<file path="src/rtl/flash_erase_pkg.sv">
// Shared types for the scan-driven flash erase controller.
// Assumes three erase-type bits: page, sector and mass.
package flash_erase_pkg;
    localparam int MODE_W = 3;
    localparam int MODE_PAGE = 0;
    localparam int MODE_SECTOR = 1;
    localparam int MODE_MASS = 2;

    typedef enum logic [1:0] {
        KIND_NONE   = 2'd0,
        KIND_PAGE   = 2'd1,
        KIND_SECTOR = 2'd2,
        KIND_MASS   = 2'd3
    } erase_kind_t;
endpackage

</file>
<file path="src/rtl/erase_scan_chain.sv">
// Two-bit test data register. Capture loads {error, busy}, shift moves
// TDI toward bit 0, and bit 0 drives TDO. Assumes the TAP strobes are
// mutually exclusive one-cycle pulses in this clock domain.
module erase_scan_chain #(
    parameter int CHAIN_W = 2
) (
    input  logic               clk,
    input  logic               rst_n,
    input  logic               capture_dr,
    input  logic               shift_dr,
    input  logic               tdi,
    input  logic               busy,
    input  logic               err,
    output logic               tdo,
    output logic [CHAIN_W-1:0] chain
);
    logic [CHAIN_W-1:0] sr_q;

    // Capture status, shift serial data, or hold.
    always_ff @(posedge clk) begin
        if (!rst_n) begin
            sr_q <= '0;
        end else if (capture_dr) begin
            sr_q <= {{(CHAIN_W-2){1'b0}}, err, busy};
        end else if (shift_dr) begin
            sr_q <= {tdi, sr_q[CHAIN_W-1:1]};
        end
    end

    assign tdo   = sr_q[0];
    assign chain = sr_q;
endmodule

</file>
<file path="src/rtl/erase_launch.sv">
// Start qualification and erase-type priority. Purely combinational:
// it decides whether an update launches an erase and what kind/target.
// Assumes the caller registers the result.
module erase_launch
    import flash_erase_pkg::*;
#(
    parameter int ADDR_W = 16,
    parameter int BLK_W  = 4
) (
    input  logic              update_dr,
    input  logic              start_bit,
    input  logic              busy,
    input  logic [MODE_W-1:0] erase_mode,
    input  logic [ADDR_W-1:0] flash_addr,
    input  logic [BLK_W-1:0]  block_id,
    output logic              launch,
    output erase_kind_t       kind,
    output logic [ADDR_W-1:0] target
);
    // Pick the highest-priority requested kind and its region selector.
    always_comb begin
        kind   = KIND_NONE;
        target = '0;
        if (erase_mode[MODE_MASS]) begin
            kind   = KIND_MASS;
            target = '0;
        end else if (erase_mode[MODE_SECTOR]) begin
            kind   = KIND_SECTOR;
            target = ADDR_W'(block_id);
        end else if (erase_mode[MODE_PAGE]) begin
            kind   = KIND_PAGE;
            target = flash_addr;
        end
    end

    // Launch only on an update with Start set, a kind chosen, and no erase running.
    assign launch = update_dr && start_bit && (kind != KIND_NONE) && !busy;
endmodule

</file>
<file path="src/rtl/erase_status.sv">
// Busy/Error tracking plus the latched request. Busy rises on launch
// and falls on flash completion; Error clears on launch and takes the
// failure flag on completion. Assumes launch is never asserted while busy.
module erase_status
    import flash_erase_pkg::*;
#(
    parameter int ADDR_W = 16
) (
    input  logic              clk,
    input  logic              rst_n,
    input  logic              launch,
    input  erase_kind_t       kind_in,
    input  logic [ADDR_W-1:0] target_in,
    input  logic              flash_done,
    input  logic              flash_fail,
    output logic              busy,
    output logic              err,
    output logic              req,
    output erase_kind_t       kind,
    output logic [ADDR_W-1:0] target
);
    // Busy and Error flags.
    always_ff @(posedge clk) begin
        if (!rst_n) begin
            busy <= 1'b0;
            err  <= 1'b0;
        end else if (launch) begin
            busy <= 1'b1;
            err  <= 1'b0;
        end else if (busy && flash_done) begin
            busy <= 1'b0;
            err  <= flash_fail;
        end
    end

    // One-cycle request pulse.
    always_ff @(posedge clk) begin
        if (!rst_n) req <= 1'b0;
        else        req <= launch;
    end

    // Hold kind and target from the latest launch.
    always_ff @(posedge clk) begin
        if (!rst_n) begin
            kind   <= KIND_NONE;
            target <= '0;
        end else if (launch) begin
            kind   <= kind_in;
            target <= target_in;
        end
    end
endmodule

</file>
<file path="src/rtl/flash_erase_tdr.sv">
// Top of the scan-driven flash erase controller: chain, launch logic
// and status tracking. Status outputs mirror the chain's Busy/Error.
// Assumes TAP strobes already decoded for this register's instruction.
module flash_erase_tdr
    import flash_erase_pkg::*;
#(
    parameter int ADDR_W = 16,
    parameter int BLK_W  = 4
) (
    input  logic              clk,
    input  logic              rst_n,
    input  logic              capture_dr,
    input  logic              shift_dr,
    input  logic              update_dr,
    input  logic              tdi,
    output logic              tdo,
    input  logic [2:0]        erase_mode,
    input  logic [ADDR_W-1:0] flash_addr,
    input  logic [BLK_W-1:0]  block_id,
    output logic              erase_req,
    output logic [1:0]        erase_kind,
    output logic [ADDR_W-1:0] erase_target,
    input  logic              flash_done,
    input  logic              flash_fail,
    output logic              stat_busy,
    output logic              stat_err
);
    localparam int CHAIN_W = 2;
    localparam int START_POS = 0;

    logic [CHAIN_W-1:0] chain;
    logic               busy, err, launch;
    erase_kind_t        kind_sel, kind_q;
    logic [ADDR_W-1:0]  target_sel;

    erase_scan_chain #(.CHAIN_W(CHAIN_W)) u_chain (
        .clk(clk), .rst_n(rst_n),
        .capture_dr(capture_dr), .shift_dr(shift_dr), .tdi(tdi),
        .busy(busy), .err(err), .tdo(tdo), .chain(chain)
    );

    erase_launch #(.ADDR_W(ADDR_W), .BLK_W(BLK_W)) u_launch (
        .update_dr(update_dr), .start_bit(chain[START_POS]), .busy(busy),
        .erase_mode(erase_mode), .flash_addr(flash_addr), .block_id(block_id),
        .launch(launch), .kind(kind_sel), .target(target_sel)
    );

    erase_status #(.ADDR_W(ADDR_W)) u_status (
        .clk(clk), .rst_n(rst_n),
        .launch(launch), .kind_in(kind_sel), .target_in(target_sel),
        .flash_done(flash_done), .flash_fail(flash_fail),
        .busy(busy), .err(err), .req(erase_req),
        .kind(kind_q), .target(erase_target)
    );

    assign erase_kind = kind_q;
    assign stat_busy  = busy;
    assign stat_err   = err;
endmodule

</file>
<file path="config.mk">
export PLATFORM = sky130hd
export DESIGN_NAME = flash_erase_tdr
export DESIGN_NICKNAME = d
export VERILOG_FILES = /design/src/rtl/flash_erase_pkg.sv /design/src/rtl/erase_scan_chain.sv /design/src/rtl/erase_launch.sv /design/src/rtl/erase_status.sv /design/src/rtl/flash_erase_tdr.sv
export SDC_FILE = /design/constraint.sdc
export NUM_CORES = 1
export LEC_CHECK = 0
export BUFFER_PORTS_ARGS = -buffer_cell sky130_fd_sc_hd__buf_2
export CAP_MARGIN = 20
export CORE_MARGIN = 4
export CORE_UTILIZATION = 24
export DETAILED_ROUTE_END_ITERATION = 16
export HOLD_SLACK_MARGIN = 0.15
export PLACE_DENSITY = 0.56
export REMOVE_ABC_BUFFERS = 1
export SYNTH_ARGS = -nofsm -noshare
export SYNTH_HDL_FRONTEND = slang
export SYNTH_HIERARCHICAL = 1
export SYNTH_SLANG_ARGS = --single-unit
export TNS_END_PERCENT = 20
</file>
<file path="constraint.sdc">
create_clock -name clk -period 1.7 [get_ports clk]
set_clock_uncertainty 0.1 [all_clocks]
set_input_delay 0.085 -clock clk [delete_from_list [all_inputs] [get_ports clk]]
set_output_delay 0.085 -clock clk [all_outputs]
set_load 0.1 [all_outputs]
</file>
==> impl_results.md <==
* Outcome: finished, violations left
* Failing checks: negative setup slack
* Crit path kind: input pin to register
* RSZ-0062 raised after global routing: yes
* Worst relative slew slack at 67.0%
* Clock root cell: clkbuf_8
* Synth cell types at 24
* Worst-Skew Late Latency at 0.26 ns
* Final nets at 219
* Boundary Pins at 53
* Placed instance area at 1380 sq um
* Asr flop ratio synth at 0%
* DRT iter0 DRCs at 37
* Starting density of the core at 24.9%
* Sequential fraction of the synthesis area at 42.5%
* PnR worst setup slack at -0.0119 ns
* Clock slew at reported path FFs at 0.08 ns
* Fin area at 1780 sq um
* Fmax at 584 MHz
* Number of antenna repair diodes at 0
* Hold Crit Class: input pin to register
* Placer's final routability congestion estimate at 0.663
* Critical path required time at 1.75 ns
* Buffers added on ports at 52
* Fin. Hold Viols at 0
* H-tree lvl count at 1
* Max Cap Violations at 0
* Average routed wire per standard cell at 12.6 um
* Pins Over Slew Limit at 0
* Longest Clk Path Bufs at 2
* Mapped Area at 1080 sq um
* Comb pwr share at 20.9%
* Critical Path Max Stage Delay at 0.54 ns
* Internal power contribution at 832 uW
* Total clock sinks at 23
* Buf/Inv on CP at 3
* Critical-path top delay cell: dlygate4sd3_1
* Prevailing post-synth register cell: dfxtp_1
* Core Footprint at 4350 sq um
* Delay-heaviest family, CP: buffers and inverters
* Die Height at 75.2 um
* CP Data Arrival Time at 1.76 ns
* Worst vdd ir at 0.273 mV
* Worst Tran Pin Value at 0.499 ns
* Die area at 5650 sq um
* Flop pwr share at 49.4%
* Post-DR vias/cell at 4.27
* Drt first pass iters at 4
* Post-synth EDFFs at 0
* Largest net degree at the start of global routing at 24
* Final wirelength at 3000 um
* Final setup viols at 1
* Switching part of the total at 25.5%
* Yosys warns at 6
* TritonCTS Buffers at 3
* Dpl hpwl at 1950 um
* CTS tree: yes
* Most frequent CP cell: dlygate4sd3_1
* Finished Layout Cells at 239
* Final Util at 40.9%
* Static Leakage at 0.000889 uW
* Via count at 1021
* Worst Setup Start Kind: input pin
* Synthesized instance count at 104
* Share of post-route cells with drive strength above 1 at 37.4%
* Area Growth Syn to Fin at 64.2%
* CP max FO at 1
* Row cnt at 24
* PD cells at 627 nW/um^2
* Inst Count DP at 202
* Fin crit period at 1.71 ns
* Pwr Total at 1120 uW
* Setup TNS at -0.0119 ns
* Gr usage total at 10.4%
* CP Capture Type: register
* Cell Chain, Critical Path: dlygate4sd3_1, buf_2, mux2_1, o211a_1, dlygate4sd3_1
* Global-route wire length before repair at 4490 um
* Syn avg cell area at 10.4 sq um
* Initial antenna violation count at 0
* Synthesized flop and latch total at 23
* Period utilization at 101%
* Vias in the first global route at 1032
* Die width at 75.2 um
* Sw power at 284 uW
* DRT antenna net count at 0
* Clock power frac at 29.7%
* Gr ovfl total at 0
* DRC violations left at 0
[per-layer routing]
layer	GRT usage (%)	vias up	routed length, um
met5	0	-	0
met1	12.1	463	1370
met4	3.50	0	10
li1	-	526	-
met2	18.1	30	1370
met3	3.07	2	247
[area by class of cell]
cell class	count	area (sq um)
Clock buffer	4	45.0
Fill cell	444	2570
Inverter	2	7.51
Multi-Input combinational cell	71	568
Sequential cell	23	460
Tap cell	52	65.1
Timing Repair Buffer	87	633
[flip-flops by register name, summed over array words and instances, names as in the netlist]
| signal | count |
|---|---|
| u_status/target | 16 |
| u_chain/chain | 2 |
| u_status/kind | 2 |
| u_status/busy | 1 |
| u_status/err | 1 |
| u_status/req | 1 |
[final timing paths]
check | startpoint | to | slack (ns) | cells after the start
worst max-delay path | tdi | u_chain/chain[1]$_SDFFE_PN0P_ | -0.01 | 5
worst min-delay path | flash_addr[0] | u_status/target[0]$_SDFFE_PN0P_ | 0.16 | 4
worst max register to register | u_chain/chain[0]$_SDFFE_PN0P_ | u_status/busy$_SDFFE_PN0P_ | 0.11 | 5
worst min register to register | u_status/target[4]$_SDFFE_PN0P_ | u_status/target[4]$_SDFFE_PN0P_ | 0.41 | 2
[Yosys cell counts (2+ instances only)]
| master | number | area [sq um] |
|---|---|---|
| clkbuf_1 | 2 | 7.51 |
| buf_6 | 3 | 33.8 |
| nand2b_1 | 3 | 18.8 |
| mux2i_1 | 18 | 180 |
| a32o_2 | 4 | 45.0 |
| and3_1 | 12 | 75.1 |
| nor3_1 | 2 | 10.0 |
| buf_2 | 2 | 10.0 |
| o211a_1 | 2 | 20.0 |
| mux2_1 | 2 | 22.5 |
| dfxtp_1 | 23 | 460 |
| nor2b_1 | 19 | 119 |
[power groups by stage]
stage          Clock [uW]  Combinational [uW]  Sequential (uW)
2_1_floorplan           0                55.3              611
3_3_place_gp            0                 173              563
3_5_place_dp            0                 173              564
4_1_cts               355                 222              551
5_1_grt               375                 250              552
6_report              332                 233              551
[cells in the final DEF, fill, tap and decap left out, drive strengths merged, types with 3 or more instances in the layout]
master and count:
a32o 4, and3 12, dfxtp 23, nand2b 3, nor2b 19, dlygate4sd3 26
buf 57, dlymetal6s4s 3, clkbuf 5, mux2i 18
[repair_timing]
| item | CTS | global route |
|---|---|---|
| gates resized for setup | 0 | 4 |
| hold buffers | 29 | 0 |
| setup buffers | 0 | 3 |
| endpoints found under the hold margin | 21 | 0 |
| setup endpoints to repair | 0 | 5 |
[through the flow]
stage | setup WS, ns | hold WS, ns
2_1_floorplan | -1.84 | 0.103
3_3_place_gp | 0.400 | 0.265
3_5_place_dp | 0.376 | 0.263
4_1_cts | 0.0226 | 0.156
5_1_grt | -0.0359 | 0.165
6_report | -0.0119 | 0.157
[kinds of logic after synthesis]
| logic type | after synthesis | share of synthesized area [%] |
|---|---|---|
| AO/OA/AOI/OAI | 10 | 8.78 |
| buffers and inverters | 10 | 6.12 |
| flip-flops | 23 | 42.5 |
| multiplexers | 20 | 18.7 |
| AND/OR/NAND/NOR | 41 | 23.9 |
[worst reg2reg max path: stages (launching register included)]
cell and delay, ns:
dfxtp_1 0.34, nand2_1 0.09, nor3_4 0.24, buf_12 0.13, o21a_1 0.11, dlygate4sd3_1 0.53
No activity file was read; power rests on OpenSTA's default activity.
